==> config.mk <==
export PLATFORM = sky130hd
export DESIGN_NAME = ctl_xition_filter
export DESIGN_NICKNAME = d
export VERILOG_FILES = /design/src/rtl/ctlf_pkg.sv /design/src/rtl/ctlf_frame_timer.sv /design/src/rtl/ctlf_line.sv /design/src/rtl/ctl_xition_filter.sv
export SDC_FILE = /design/constraint.sdc
export NUM_CORES = 1
export LEC_CHECK = 0
export BUFFER_PORTS_ARGS = -buffer_cell sky130_fd_sc_hd__buf_4
export CAP_MARGIN = 5
export CORE_ASPECT_RATIO = 1.4
export CORE_UTILIZATION = 40
export CTS_BUF_LIST = sky130_fd_sc_hd__clkbuf_4
export DETAILED_ROUTE_END_ITERATION = 8
export MAX_ROUTING_LAYER = met4
export SLEW_MARGIN = 25
export SYNTH_ARGS = -nofsm -noshare
export SYNTH_HDL_FRONTEND = slang
export SYNTH_SLANG_ARGS = --single-unit
==> constraint.sdc <==
create_clock -name clk -period 3.1 [get_ports clk]
set_clock_uncertainty 0.15 [all_clocks]
set_input_delay 0.465 -clock clk [delete_from_list [all_inputs] [get_ports clk]]
set_output_delay 0.465 -clock clk [all_outputs]
set_load 0.005 [all_outputs]
==> src/rtl/ctlf_pkg.sv <==
// Shared types for the control line transition limiter.
// Assumes: mode codes are fixed by the pin strapping of the surrounding chip.
package ctlf_pkg;
    typedef enum logic [1:0] {
        CM_LIMIT      = 2'b00,
        CM_LIMIT_FILT = 2'b01,
        CM_BYPASS_A   = 2'b10,
        CM_BYPASS_B   = 2'b11
    } ctl_mode_e;
endpackage

==> src/rtl/ctlf_frame_timer.sv <==
// Free-running frame counter. It marks the first clock of each frame.
// Assumes: FRAME_LEN >= 2. The count restarts at 0 on reset.
module ctlf_frame_timer #(
    parameter int FRAME_LEN = 130
) (
    input  logic clk,
    input  logic rst_n,
    output logic frame_start
);
    localparam int CW = $clog2(FRAME_LEN);
    localparam logic [CW-1:0] LAST = CW'(FRAME_LEN - 1);

    logic [CW-1:0] cnt_q;

    // Count cycles within a frame and wrap at the frame end.
    always_ff @(posedge clk) begin
        if (!rst_n)
            cnt_q <= '0;
        else if (cnt_q == LAST)
            cnt_q <= '0;
        else
            cnt_q <= cnt_q + 1'b1;
    end

    assign frame_start = (cnt_q == '0);

    p_frame_wrap_r5: assert property (@(posedge clk) disable iff (!rst_n)
        (cnt_q == LAST) |=> (cnt_q == '0));
    p_frame_range_r5: assert property (@(posedge clk) disable iff (!rst_n)
        cnt_q <= LAST);
endmodule

==> src/rtl/ctlf_line.sv <==
// One conditioned control line. It applies an optional minimum-pulse
// qualifier, a per-frame change budget and an optional hold after a change.
// Assumes: frame_start is high on the first cycle of each frame and
// MIN_PULSE >= 2. HOLD_LEN = 0 removes the hold timer.
module ctlf_line #(
    parameter int BUDGET    = 2,
    parameter int MIN_PULSE = 3,
    parameter int HOLD_LEN  = 0
) (
    input  logic clk,
    input  logic rst_n,
    input  logic frame_start,
    input  logic byp,
    input  logic qual_en,
    input  logic raw,
    output logic out_o,
    output logic drop_o
);
    localparam int UW = $clog2(BUDGET + 1);
    localparam int QD = MIN_PULSE - 1;

    logic          out_q, drop_q, blocked_q;
    logic [UW-1:0] used_q, used_eff;
    logic [QD-1:0] hist_q;
    logic          stable, blocked_eff, want, allow, take, hold_busy;

    // Shift in the most recent raw samples for the qualifier.
    generate
        if (QD == 1) begin : g_hist1
            always_ff @(posedge clk) begin
                if (!rst_n) hist_q <= '0;
                else        hist_q <= raw;
            end
        end else begin : g_histn
            always_ff @(posedge clk) begin
                if (!rst_n) hist_q <= '0;
                else        hist_q <= {hist_q[QD-2:0], raw};
            end
        end
    endgenerate

    // A level counts as a candidate once it has been seen MIN_PULSE times.
    always_comb begin
        stable      = qual_en ? (hist_q == {QD{raw}}) : 1'b1;
        used_eff    = frame_start ? '0 : used_q;
        blocked_eff = frame_start ? 1'b0 : blocked_q;
        want        = !byp && stable && (raw != out_q) && !blocked_eff;
        allow       = (used_eff < UW'(BUDGET)) && !hold_busy;
        take        = want && allow;
    end

    // Hold timer: after a change, further changes wait HOLD_LEN clocks.
    generate
        if (HOLD_LEN > 0) begin : g_hold
            localparam int HW = (HOLD_LEN > 1) ? $clog2(HOLD_LEN + 1) : 1;
            logic [HW-1:0] hold_q;

            // Load on an accepted change, then count down to zero.
            always_ff @(posedge clk) begin
                if (!rst_n)
                    hold_q <= '0;
                else if (take)
                    hold_q <= HW'(HOLD_LEN - 1);
                else if (hold_q != '0)
                    hold_q <= hold_q - 1'b1;
            end
            assign hold_busy = (hold_q != '0);

            p_hold_keeps_level_r8: assert property (@(posedge clk) disable iff (!rst_n)
                (hold_busy && !byp) |=> $stable(out_q));
        end else begin : g_nohold
            assign hold_busy = 1'b0;
        end
    endgenerate

    // Output, budget and refusal state.
    always_ff @(posedge clk) begin
        if (!rst_n) begin
            out_q     <= 1'b0;
            drop_q    <= 1'b0;
            used_q    <= '0;
            blocked_q <= 1'b0;
        end else begin
            drop_q    <= 1'b0;
            used_q    <= used_eff;
            blocked_q <= blocked_eff;
            if (byp) begin
                out_q <= raw;
            end else if (take) begin
                out_q  <= raw;
                used_q <= used_eff + 1'b1;
            end else if (want) begin
                drop_q    <= 1'b1;
                blocked_q <= 1'b1;
            end
        end
    end

    assign out_o  = out_q;
    assign drop_o = drop_q;

    p_drop_holds_level_r3: assert property (@(posedge clk) disable iff (!rst_n)
        drop_q |-> $stable(out_q));
    p_drop_single_r4: assert property (@(posedge clk) disable iff (!rst_n)
        (drop_q && !frame_start) |=> !drop_q);
    p_no_overflow_r3: assert property (@(posedge clk) disable iff (!rst_n)
        used_q <= UW'(BUDGET));
    p_glitch_ignored_r6: assert property (@(posedge clk) disable iff (!rst_n)
        (qual_en && !byp && (raw != hist_q[0])) |=> $stable(out_q));
endmodule

==> src/rtl/ctl_xition_filter.sv <==
// Top level of the control line transition limiter. The lower NUM_FAST lines
// use the fast budget and can be glitch filtered. The top line uses the slow
// budget and a hold time.
// Assumes: mode_sel is quasi-static; a mode change takes effect at the next edge.
module ctl_xition_filter #(
    parameter int NUM_FAST    = 2,
    parameter int FRAME_LEN   = 130,
    parameter int FAST_BUDGET = 2,
    parameter int SLOW_BUDGET = 1,
    parameter int MIN_PULSE   = 3,
    parameter int SLOW_HOLD   = 130,
    localparam int NL         = NUM_FAST + 1
) (
    input  logic          clk,
    input  logic          rst_n,
    input  logic [1:0]    mode_sel,
    input  logic [NL-1:0] ctl_raw,
    output logic [NL-1:0] ctl_out,
    output logic [NL-1:0] drop_flag
);
    import ctlf_pkg::*;

    logic      frame_start, byp, qual_en;
    ctl_mode_e mode;

    // Decode the mode select.
    always_comb begin
        mode    = ctl_mode_e'(mode_sel);
        byp     = (mode == CM_BYPASS_A) || (mode == CM_BYPASS_B);
        qual_en = (mode == CM_LIMIT_FILT);
    end

    ctlf_frame_timer #(.FRAME_LEN(FRAME_LEN)) frame_i (
        .clk         (clk),
        .rst_n       (rst_n),
        .frame_start (frame_start)
    );

    generate
        for (genvar i = 0; i < NL; i++) begin : g_line
            if (i < NUM_FAST) begin : g_fast
                ctlf_line #(.BUDGET(FAST_BUDGET), .MIN_PULSE(MIN_PULSE), .HOLD_LEN(0)) line_i (
                    .clk(clk), .rst_n(rst_n), .frame_start(frame_start), .byp(byp),
                    .qual_en(qual_en), .raw(ctl_raw[i]),
                    .out_o(ctl_out[i]), .drop_o(drop_flag[i]));
            end else begin : g_slow
                ctlf_line #(.BUDGET(SLOW_BUDGET), .MIN_PULSE(MIN_PULSE), .HOLD_LEN(SLOW_HOLD)) line_i (
                    .clk(clk), .rst_n(rst_n), .frame_start(frame_start), .byp(byp),
                    .qual_en(1'b0), .raw(ctl_raw[i]),
                    .out_o(ctl_out[i]), .drop_o(drop_flag[i]));
            end
        end
    endgenerate

    p_bypass_follow_r9: assert property (@(posedge clk) disable iff (!rst_n)
        byp |=> (ctl_out == $past(ctl_raw)));
    p_bypass_nodrop_r9: assert property (@(posedge clk) disable iff (!rst_n)
        byp |=> (drop_flag == '0));
endmodule

Word level (Yosys, flattened, before mapping)

Index checks and enable logic that the tools add are counted.

Input bits: 7
Register bits: 34
Output and inout bits: 6

Multiplexer cells: 34
$lt $le $gt $ge: 3
$add $sub $neg: 5
Bitwise logic cells: 1
Reduce and logical (&&, ||, !) cells: 29
Equal/unequal tests: 9

Operators by type and width:

| operator                                          | count |
|---|---|
| 2-to-1 mux 1 bit                                  | 26 |
| 2-to-1 mux 8 bit                                  | 2 |
| logical AND 1 bit                                 | 12 |
| 2-to-1 mux 2 bit                                  | 6 |
| OR reduction 3 bit                                | 3 |
| adder 8 x 1 -> 8 bit (second input constant)      | 1 |
| == test 8 bit (second input constant)             | 1 |
| zero test 8 bit                                   | 1 |
| nonzero test 2 bit                                | 4 |
| nonzero test 8 bit                                | 1 |
| subtractor 8 x 1 -> 8 bit (second input constant) | 1 |
| zero test 1 bit                                   | 5 |
| adder 2 x 1 -> 2 bit (second input constant)      | 2 |
| == test 2 bit                                     | 2 |
| == test 2 bit (second input constant)             | 2 |
| < comparator 2 bit (second input constant)        | 2 |
| OR reduction 2 bit                                | 2 |
| inequality test 1 bit                             | 3 |
| == test 2 x 1 -> 1 bit (second input constant)    | 1 |
| adder 1 bit (second input constant)               | 1 |
| logical OR 1 bit                                  | 1 |
| < comparator 1 bit (second input constant)        | 1 |
| inverter 1 bit                                    | 1 |

Logic depth before layout (Yosys ltp)

Gate-level depths: netlist of run 1.

Depth after elaboration: 9
Depth in mapped cells: 7
Depth with buffers taken out: 6

Cells and area by module

From an unflattened synthesis of run 1, not the netlist that was laid out.

Cell total of the unflattened synthesis: 178
Area, all modules: 1672.9 um^2

By module, submodules not included:

| module                                  | area each (um^2) | seq. area each (um^2) | cells each | instances |
|---|---|---|---|---|
| ctlf_line (g_line[2].g_slow.line_i)     | 640.6            | 280.3                 | 66         | 1 |
| ctlf_line (g_line[0].g_fast.line_i ...) | 310.3            | 140.1                 | 32         | 2 |
| ctlf_frame_timer                        | 397.9            | 160.2                 | 45         | 1 |
| ctl_xition_filter                       | 13.8             | 0.0                   | 3          | 1 |

Worst setup path after synthesis of run 1

Ideal clock, no wire load.

Path kind: register -> register
Start: register g_line[2].g_slow.line_i.g_hold.hold_q[1]
End: register g_line[2].g_slow.line_i.blocked_q
Period minus slack after synthesis: 2073 ps
Stages on the path, launching flop included: 8
Required time: 2828 ps
Path slack: 1027 ps
Arrival time: 1801 ps
Buffers on the path: 1
Path through: dfxtp_1 > inv_1 > ha_1 > or4b_1 > buf_2 > or4_4 > o21ai_1 > a21oi_1

Cells in the longest elaborated chain, start to end: 6

Ends and longest elaborated chain:

| item                     | RTL line        | text |
|---|---|---|
| start: declaration       | ctlf_line.sv:56 | `logic [HW-1:0] hold_q;` |
| start signal: assignment | ctlf_line.sv:63 | `hold_q <= HW'(HOLD_LEN - 1);` |
| start signal: assignment | ctlf_line.sv:65 | `hold_q <= hold_q - 1'b1;` |
| nonzero test 8 bit       | ctlf_line.sv:67 | `assign hold_busy = (hold_q != '0);` |
| zero test 1 bit          | ctlf_line.sv:48 | `allow = (used_eff < UW'(BUDGET)) && !hold_busy;` |
| logical AND 1 bit        | ctlf_line.sv:48 |  |
| logical AND 1 bit        | ctlf_line.sv:49 | `take = want && allow;` |
| 2-to-1 mux 1 bit         | ctlf_line.sv:89 | `end else if (take) begin` |
| 2-to-1 mux 1 bit         | ctlf_line.sv:87 | `if (byp) begin` |
| end signal: assignment   | ctlf_line.sv:86 | `blocked_q <= blocked_eff;` |
| end: declaration         | ctlf_line.sv:22 | `logic out_q, drop_q, blocked_q;` |

Every way passes these cells.
A chain may end at the register's enable or synchronous reset.

Worst setup path after layout of run 1

Start: register g_line[2].g_slow.line_i.g_hold.hold_q[0]
End: register g_line[2].g_slow.line_i.blocked_q

Same word-level chain as after synthesis.

==> results.py, run 1 <==
metrics = {
    "finish": {
        "design_area_mm2": 0.00169,
        "synthToLayoutAreaGrowth_pct": 8.35,
        "drive_gt1_frac": 0.130,
        "layout_commonest_cell": "dfxtp_1",
        "diodes": 0,
        "mostFrequentLayoutCells": "dfxtp_1, nor2_1, nand2_1",
        "stdcell_count": 227,
        "fill_cells": 361,
        "layout.nets": 195,
    },
    "drt": {
        "ant_nets": 0,
        "drc": 0,
        "wl_per_cell_um": 13.2,
        "drtIter0Drc": 21,
        "wl_mm": 2.99,
        "num_vias": 1201,
        "routed_via_density": 5.29,
        "firstDrtPassIters": 4,
    },
    "floorplanning": {
        "die_h_um": 75.9,
        "io_pins": 13,
        "rows": 26,
        "die_w_um": 54.8,
        "start_util": 0.424,
        "die-area_mm2": 0.00415,
        "core_mm2": 0.00368,
    },
    "timing": {
        "hold_viol": 0,
        "finalCritPeriodShare": 0.716,
        "tightest_slew_ns": 0.765,
        "fin_hold_ws_ns": 0.217,
        "setup_viol": 0,
        "setup-tns-final_ns": 0,
        "fmaxAchievable_mhz": 450,
        "period_needed_ns": 2.22,
        "slew_headroom": 0.484,
        "rsz0062_at_grt": "no",
        "slew_viol_final": 0,
    },
    "critical_path": {
        "cp-startpoint": "g_line[2].g_slow.line_i.g_hold.hold_q[0]",
        "cp-endpoint": "g_line[2].g_slow.line_i.blocked_q",
        "cp.required_ns": 3.19,
        "cp_slowest_cell": "or4b_1",
        "r2r-end": "g_line[2].g_slow.line_i.blocked_q",
        "r2r_slack_ns": 0.88,
        "setup.worst_path.start_class": "flop",
        "path_class": "flop to flop",
        "r2r-start": "g_line[2].g_slow.line_i.g_hold.hold_q[0]",
        "worstPathMaxFanout": 7,
        "arrival_ns": 2.31,
        "critical_path.cell_chain": "inv_1 > ha_1 > or4b_1 > or4_4 > o21ai_1 > a21oi_1",
        "end_kind": "flop",
        "cp_slowest_stage_delay_ns": 0.57,
        "r2r_cells": 6,
    },
    "global_route": {
        "gr-total-overflow": 0,
        "busiest_layer": "met2",
        "antenna_found_initial": 0,
        "grt_max_degree": 17,
        "use_met1": 0.165,
        "grtUsageMet3": 0.0599,
        "grt_pass1_vias": 1207,
        "track_usage": 0.179,
        "grt_pass1_wl_mm": 5.04,
        "met2_usage": 0.313,
    },
    "placement": {
        "dp_hpwl_mm": 2.24,
        "gp_congestion": 0.837,
        "dp.cells": 219,
        "place_area_mm2": 0.00164,
        "port_buffers": 12,
    },
    "cts": {
        "clock_sinks": 34,
        "root_buffer": "clkbuf_4",
        "cts_tree": "yes",
        "cts_made_buffers": 5,
        "cts_buffer_depth": 2,
        "clk_pin_slew_ns": 0.10,
        "worstSkewPairLatency_ns": 0.34,
        "h-tree-depth": 2,
        "cts_hold_buffers": 0,
        "cts_resized": 0,
        "post-cts-setup-buffer-count": 0,
    },
    "power": {
        "fin_total_pwr_uw": 1120,
        "vdd_drop_max_v": 0.000334,
        "leakage_uw": 0.000683,
        "power-per-cell-area_mw_per_mm2": 662,
    },
    "synthesis": {
        "ys_types": 40,
        "synth_warnings": 0,
        "syn_area_mm2": 0.00156,
        "ys.flop_type": "dfxtp_1",
        "synth-edff-count": 0,
        "synthArstFlopShare": 0,
        "synth_nets": 185,
        "ys_ff_latch": 34,
        "yosysSeqAreaShare": 0.437,
        "avgSynthCellArea_um2": 8.96,
        "synthCells": 174,
    },
    "worst_hold_path": {
        "min_path_type": "input port to flop",
    },
    "job": {
        "drv_cap": 0,
    },
    "run_status": {
        "status": "finished clean",
    },
}
-- metrics by stage --
step                worst slack [ns]   util
finish                         0.879  0.459
global route                   0.783  0.459
CTS                            0.880  0.459
detailed placement             0.904  0.445
global placement               0.970  0.445
floorplan                       1.03      -
-- logic make-up (layout without fill, tap and decap cells) --
kind of cell	count (synthesis)	count (layout)	share of synthesized area
muxes	3	3	0.0193
and+or+nand+nor	67	67	0.230
DFF	34	34	0.437
AOI/OAI and AO/OA	39	39	0.168
xor gates and xnor gates	9	9	0.0506
buffers and inverters	18	29	0.0642
adders and majority gates	4	4	0.0321
-- state kept, by name, summed over array words and instances, names as in the netlist --
name,count
g_line.g_slow.line_i.used_q,1
frame_i.cnt_q,8
g_line.g_fast.line_i.blocked_q,2
g_line.g_fast.line_i.used_q,4
g_line.g_slow.line_i.blocked_q,1
g_line.g_fast.line_i.out_o,2
g_line.g_fast.line_i.hist_q,4
g_line.g_slow.line_i.drop_o,1
g_line.g_slow.line_i.g_hold.hold_q,8
g_line.g_fast.line_i.drop_o,2
g_line.g_slow.line_i.out_o,1
-- how the worst min path moves through the flow --
stage                     cells after the start                             end  slack [ns]                         startpoint
after global routing                          2  g_line[1].g_fast.line_i.drop_o        0.19                        mode_sel[1]
after global placement                        1  g_line[1].g_fast.line_i.drop_o        0.29  g_line[1].g_fast.line_i.blocked_q
final                                         2  g_line[1].g_fast.line_i.drop_o        0.22                        mode_sel[1]
after detailed placement                      1  g_line[1].g_fast.line_i.drop_o        0.30  g_line[1].g_fast.line_i.blocked_q
after CTS                                     2  g_line[1].g_fast.line_i.drop_o        0.20                        mode_sel[1]
after floorplan                               1  g_line[0].g_fast.line_i.drop_o        0.27  g_line[0].g_fast.line_i.blocked_q
-- metal layers --
metal,up-vias,wire length (um)
li1,629,-
met1,554,1240
met2,12,1590
met3,6,84
met4,0,68
met5,-,0
-- synthesized netlist by cell type (all sizes together), types with 2 or more instances --
cell type	n	area, um^2
and3	2	12.5
xnor2	4	35.0
nor4	4	31.3
a21oi	10	50.1
a32o	2	20.0
nand3	9	45.0
or4	2	20.0
a31oi	2	12.5
mux2i	3	30.0
nand2	14	52.6
a21o	4	30.0
nand2b	2	12.5
o22ai	4	25.0
o2bb2ai	2	17.5
xor2	5	43.8
and2	4	25.0
ha	4	50.1
inv	9	33.8
dfxtp	34	681
or4b	3	30.0
a21boi	3	22.5
buf	8	61.3
o21ai	8	40.0
nor2	18	67.6
nor2b	4	25.0
-- report_power, final --
part	total, uW	switching [uW]	internal (uW)
logic	326	176	150
clock network	236	151	84.2
registers	557	60.2	497
-- worst max-delay path: cells and delay by family (launching register included) --
family          cells  cell delay (ns)
simple gates        2             1.06
flops               1             0.33
compound gates      2             0.27
fa+ha+maj           1             0.21
buf+inv             1             0.10
-- area by class of cell --
type	instances	area (um^2)	area share
clock buffers	5	37.5	0.0222
clock inverters	3	16.3	0.00963
inverters	9	33.8	0.0200
multi-input cells	122	778	0.461
flip-flops and latches	34	681	0.403
well taps	42	52.6	0.0311
repair buffers	12	90.1	0.0533
Note: power is estimated with default switching activity, not from simulation.
==> run 2, diff against run 1 <==
--- a/config.mk
+++ b/config.mk
@@ -5,6 +5,7 @@
 export SDC_FILE = /design/constraint.sdc
 export NUM_CORES = 1
 export LEC_CHECK = 0
+export ABC_AREA = 1
 export BUFFER_PORTS_ARGS = -buffer_cell sky130_fd_sc_hd__buf_4
 export CAP_MARGIN = 5
 export CORE_ASPECT_RATIO = 1.4
==> constraint.sdc (replaced) <==
create_clock -name clk -period 2.2 [get_ports clk]
set_clock_uncertainty 0.15 [all_clocks]
set_input_delay 0.33 -clock clk [delete_from_list [all_inputs] [get_ports clk]]
set_output_delay 0.33 -clock clk [all_outputs]
set_load 0.005 [all_outputs]
==> run 2 against run 1 <==
  * Clock power increased by 45%
  * Utilization is 0.81 points higher
  * Combinational power increased by 33%
  * Via count rose by 8.3%
==> results.py, run 2 <==
metrics = {
    "finish": {
        "synthToLayoutAreaGrowth_pct": 9.22,
        "layout.nets": 246,
        "drive_gt1_frac": 0.144,
        "diodes": 0,
        "top_regs": "frame_i.cnt_q (8), g_line.g_slow.line_i.g_hold.hold_q (8)",
        "mostFrequentLayoutCells": "inv_1, nand2_1, nor2_1",
        "stdcell_count": 278,
    },
    "cts": {
        "cts_hold_buffers": 0,
        "cts_tree": "yes",
        "clock_sinks": 34,
        "worstSkewPairLatency_ns": 0.33,
        "cts_resized": 0,
        "post-cts-setup-buffer-count": 0,
        "h-tree-depth": 2,
        "cts_buffer_depth": 2,
        "root_buffer": "clkbuf_4",
        "cts_made_buffers": 5,
        "clk_pin_slew_ns": 0.11,
    },
    "synthesis": {
        "yosysSeqAreaShare": 0.429,
        "avgSynthCellArea_um2": 7.12,
        "ys_ff_latch": 34,
        "ys.flop_type": "dfxtp_1",
        "synthTopCellsByArea": "dfxtp_1, inv_1, nand2_1",
        "ys_types": 22,
        "syn_area_mm2": 0.00159,
        "synth.top_cell.area_share": 0.429,
        "synthCells": 223,
        "synth_nets": 234,
        "synth_warnings": 0,
        "yosysTopAreaCell": "dfxtp_1",
        "synthTopCellsByCount": "inv_1, nand2_1, nor2_1",
        "synthArstFlopShare": 0,
        "synth-edff-count": 0,
    },
    "critical_path": {
        "cp_num_buf_inv": 1,
        "end_kind": "flop",
        "arrival_ns": 1.75,
        "setup.worst_path.start_class": "flop",
        "path_class": "flop to flop",
        "cp.required_ns": 2.29,
        "cp_slowest_stage_delay_ns": 0.37,
        "cp_top_family": "simple AND/OR/NAND/NOR gates",
        "worstPathMaxFanout": 7,
        "critical_path.cell_chain": "inv_1 > ha_1 > nand2_2 > nor2_8 > nor2_2 > nor2_2 > nand2_2 > a21oi_1 > nor2_1",
        "cp_slowest_cell": "dfxtp_1",
    },
    "global_route": {
        "antenna_found_initial": 0,
        "met2_usage": 0.252,
        "use_met1": 0.163,
        "gr-total-overflow": 0,
        "track_usage": 0.151,
        "grtUsageMet3": 0.0475,
        "grt_pass1_vias": 1170,
        "busiest_layer": "met2",
        "grt_max_degree": 13,
        "grt_pass1_wl_mm": 4.86,
    },
    "floorplanning": {
        "rows": 26,
        "start_util": 0.428,
        "die_w_um": 55.2,
        "io_pins": 13,
        "die-area_mm2": 0.00423,
        "core_mm2": 0.00371,
        "die_h_um": 76.5,
    },
    "power": {
        "power-per-cell-area_mw_per_mm2": 873,
        "vdd_drop_max_v": 0.000424,
        "leakage_uw": 0.000800,
    },
    "timing": {
        "setup_viol": 0,
        "finalCritPeriodShare": 0.755,
        "setup-tns-final_ns": 0,
        "fin_hold_ws_ns": 0.0794,
        "hold_viol": 0,
        "fmaxAchievable_mhz": 602,
        "rsz0062_at_grt": "no",
        "slew_viol_final": 0,
        "tightest_slew_ns": 0.565,
        "slew_headroom": 0.621,
        "period_needed_ns": 1.66,
    },
    "job": {
        "drv_cap": 0,
    },
    "drt": {
        "routed_via_density": 4.68,
        "drc": 0,
        "drtIter0Drc": 50,
        "firstDrtPassIters": 4,
        "wl_mm": 2.77,
        "num_vias": 1301,
        "ant_nets": 0,
        "wl_per_cell_um": 9.97,
    },
    "worst_hold_path": {
        "min_path_type": "input port to flop",
    },
    "placement": {
        "dp.cells": 270,
        "port_buffers": 12,
        "gp_congestion": 0.760,
        "dp_hpwl_mm": 2.09,
    },
    "run_status": {
        "status": "finished clean",
    },
}
## run 2: changes by cell type after synthesis, moves of 4 or more
cell,change
inv_1,+30
nand2_1,+25
nor2_1,+19
nor2_2,+8
nand3_1,+6
a21oi_1,+5
a21o_1,-4
and2_1,-4
nor2b_1,-4
o22ai_1,-4
xor2_1,-4
## run 2: path summary, 6_finish.rpt
path | startpoint | to | slack (ns) | cells after the start
worst max register to register | frame_i.cnt_q[0] | g_line[2].g_slow.line_i.out_o | 0.54 | 9
worst min register to register | g_line[0].g_fast.line_i.hist_q[0] | g_line[0].g_fast.line_i.hist_q[1] | 0.29 | 2
worst min-delay path | ctl_raw[2] | g_line[2].g_slow.line_i.out_o | 0.08 | 3
worst max-delay path | frame_i.cnt_q[0] | g_line[2].g_slow.line_i.out_o | 0.54 | 9
## run 2: tightest hold or removal path, stage by stage
cell     delay (ns)
buf_4          0.09
a21oi_1        0.03
nor2_1         0.08
## run 2: through the flow
stage	area, um^2	power (uW)	util	setup slack (ns)
after floorplan	1590	1100	-	0.709
after global placement	1680	1180	0.453	0.546
after detailed placement	1680	1190	0.453	0.548
after CTS	1730	1530	0.468	0.538
after global routing	1730	1650	0.468	0.408
final	1730	1510	0.468	0.538
## run 2: where the power goes
group / leakage [uW] / total [uW] / internal (uW) / switching [uW]
Clock: 0.0000331 / 342 / 132 / 210
Combinational: 0.000489 / 434 / 176 / 259
Sequential: 0.000279 / 737 / 691 / 47.0
Total: 0.000800 / 1510 / 999 / 516
## run 2: cells by family (layout without fill, tap and decap cells)
logic type | Yosys count | in the layout | synth area share
xor gates and xnor gates | 4 | 4 | 0.0221
and+or+nand+nor | 112 | 112 | 0.320
DFF | 34 | 34 | 0.429
adders and majority gates | 4 | 4 | 0.0315
AOI/OAI and AO/OA | 23 | 23 | 0.0741
buffers and inverters | 46 | 59 | 0.124
## run 2: routing by layer
metal / vias up / routed length (um)
li1: 704 / -
met1: 573 / 1280
met2: 18 / 1340
met3: 6 / 100
met4: 0 / 57
met5: - / 0
## run 2: layout make-up
cell class	instances	area (um^2)
inverters	39	146
well taps	42	52.6
flip-flops and latches	34	681
clock inverters	2	8.76
clock buffers	6	45.0
fillers	398	1970
multi-input cells	143	711
repair buffers	12	90.1
==> run 3, diff against run 2 <==
==> constraint.sdc (replaced) <==
create_clock -name clk -period 1.5 [get_ports clk]
set_clock_uncertainty 0.15 [all_clocks]
set_input_delay 0.225 -clock clk [delete_from_list [all_inputs] [get_ports clk]]
set_output_delay 0.225 -clock clk [all_outputs]
set_load 0.005 [all_outputs]
==> run 3 against run 2 <==
  * The flow now finishes with violations (setup timing)
  * Total power rose by 59%
  * Non-clock buffer count grew 30
  * Clock power is 38% higher
  * Combinational power rose by 99%
  * Utilization increased by 8.4 points
  * Via count up 8.2%
  * Hold slack worse by 0.042 ns
  * Design area rose by 18%
  * Critical path type unchanged
==> results.py, run 3 (synthesized netlist as in run 2, its figures left out) <==
metrics = {
    "run_status": {
        "status": "finished, violations left",
        "violations": "setup timing",
    },
    "timing": {
        "tightest_slew_ns": 0.308,
        "worst_slack_ns": -0.0208,
        "setup-tns-final_ns": -0.0283,
        "slew_viol_final": 0,
        "rsz0062_at_grt": "yes",
        "slew_headroom": 0.792,
        "fmaxAchievable_mhz": 658,
        "setup_viol": 2,
        "period_needed_ns": 1.52,
        "hold_viol": 0,
        "finalCritPeriodShare": 1.01,
    },
    "placement": {
        "dp.cells": 290,
        "dp_slack_ns": -0.0569,
        "port_buffers": 12,
        "dp_hpwl_mm": 2.18,
        "gp_congestion": 0.760,
    },
    "global_route": {
        "grt_max_degree": 13,
        "antenna_found_initial": 0,
        "grt_pass1_vias": 1290,
        "grt_pass1_wl_mm": 5.15,
        "track_usage": 0.159,
        "busiest_layer": "met2",
        "gr-total-overflow": 0,
        "met2_usage": 0.271,
        "use_met1": 0.166,
        "grtUsageMet3": 0.0458,
    },
    "power": {
        "vdd_drop_max_v": 0.000651,
        "leakage_uw": 0.000951,
        "power-per-cell-area_mw_per_mm2": 1180,
    },
    "floorplanning": {
        "io_pins": 13,
        "start_util": 0.428,
        "die-area_mm2": 0.00423,
        "rows": 26,
        "die_w_um": 55.2,
        "core_mm2": 0.00371,
        "die_h_um": 76.5,
    },
    "cts": {
        "worstSkewPairLatency_ns": 0.33,
        "cts_buffer_depth": 2,
        "root_buffer": "clkbuf_4",
        "cts_tree": "yes",
        "clk_pin_slew_ns": 0.10,
        "h-tree-depth": 2,
        "clock_sinks": 34,
        "cts_made_buffers": 5,
    },
    "worst_hold_path": {
        "worstHoldStart": "rst_n",
        "min_path_type": "input port to flop",
        "whs_path_depth": 3,
        "min_to": "g_line[1].g_fast.line_i.hist_q[1]",
    },
    "finish": {
        "drive_gt1_frac": 0.316,
        "synthToLayoutAreaGrowth_pct": 28.8,
        "stdcell_count": 308,
        "diodes": 0,
        "mostFrequentLayoutCells": "buf_4, inv_1, nand2_1",
        "fill_cells": 370,
        "top_regs": "frame_i.cnt_q (8), g_line.g_slow.line_i.g_hold.hold_q (8)",
        "seq_area_um2": 684,
        "layout_commonest_cell": "buf_4",
        "layout.nets": 276,
        "multi_input_area_um2": 791,
    },
    "critical_path": {
        "setup.worst_path.start_class": "flop",
        "critical_path.cell_chain": "nor2_2 > nand2_2 > nor2_8 > nor2_2 > nor2_2 > nand2_2 > a21oi_2 > nor2_1",
        "r2r-start": "frame_i.cnt_q[5]",
        "end_kind": "flop",
        "arrival_ns": 1.61,
        "worstPathMaxFanout": 7,
        "r2r-end": "g_line[2].g_slow.line_i.out_o",
        "cp_slowest_stage_delay_ns": 0.34,
        "cp_common_cell": "nor2_2",
        "cp_top_family": "simple AND/OR/NAND/NOR gates",
        "cp.required_ns": 1.59,
        "cp_slowest_cell": "dfxtp_2",
        "cp_num_buf_inv": 0,
        "r2r_cells": 8,
        "path_class": "flop to flop",
        "r2r_slack_ns": -0.02,
    },
    "drt": {
        "routed_via_density": 4.57,
        "firstDrtPassIters": 4,
        "num_vias": 1408,
        "drc": 0,
        "drtIter0Drc": 24,
        "ant_nets": 0,
        "wl_per_cell_um": 9.86,
        "wl_mm": 3.04,
    },
    "job": {
        "drv_cap": 0,
    },
}
==> run 3: per-stage QoR <==
stage,power [uW],instance area (um^2),hold WS (ns),util
floorplan,1610,1590,0.187,-
global placement,1840,1830,0.281,0.494
detailed placement,1840,1830,0.290,0.494
CTS,2350,1950,-0.0341,0.526
global route,2620,2050,0.0428,0.552
finish,2410,2050,0.0374,0.552
==> run 3: area by class of cell <==
type / instances / area share
Sequential cell: 34 / 0.335
Inverter: 39 / 0.0716
Clock inverter: 3 / 0.00550
Multi-Input combinational cell: 143 / 0.387
Tap cell: 42 / 0.0257
Clock buffer: 5 / 0.0183
Timing Repair Buffer: 42 / 0.158
==> run 3: routing by layer <==
metal	wire length, um	vias up	share of wire
met5	0	-	0
met4	65	0	0.021
met3	93	7	0.031
met2	1550	16	0.51
met1	1330	623	0.44
li1	-	762	-
==> run 3: worst register-to-register path, cell delays in order, from the launching register on <==
cell and delay (ns):
dfxtp_2 0.34, nor2_2 0.11, nand2_2 0.12, nor2_8 0.21, nor2_2 0.07, nor2_2 0.12
nand2_2 0.13, a21oi_2 0.14, nor2_1 0.05
==> run 3: worst max-delay path by stage <==
stage	cells past startpoint	slack [ns]	from	end
after floorplan	9	0.009	frame_i.cnt_q[0]	g_line[2].g_slow.line_i.out_o
after global placement	11	-0.02	frame_i.cnt_q[1]	g_line[0].g_fast.line_i.out_o
after detailed placement	9	-0.06	frame_i.cnt_q[1]	g_line[2].g_slow.line_i.out_o
after CTS	9	-0.01	g_line[2].g_slow.line_i.g_hold.hold_q[0]	g_line[2].g_slow.line_i.out_o
after global routing	8	-0.13	frame_i.cnt_q[5]	g_line[2].g_slow.line_i.blocked_q
final	8	-0.02	frame_i.cnt_q[5]	g_line[2].g_slow.line_i.out_o
==> run 3: report_power, final <==
group / switching [uW] / internal (uW)
Sequential: 63.9 / 1010
Clock: 307 / 167
Combinational: 456 / 408
Total: 826 / 1590
==> run 3: what timing repair did <==
action                                  CTS  global route
endpoints found under the hold margin     3             1
buffers inserted                          2             5
gates resized for setup                  12            16
endpoints found under the setup margin    9            23
pin swaps                                 8             6
hold buffers                              2             1
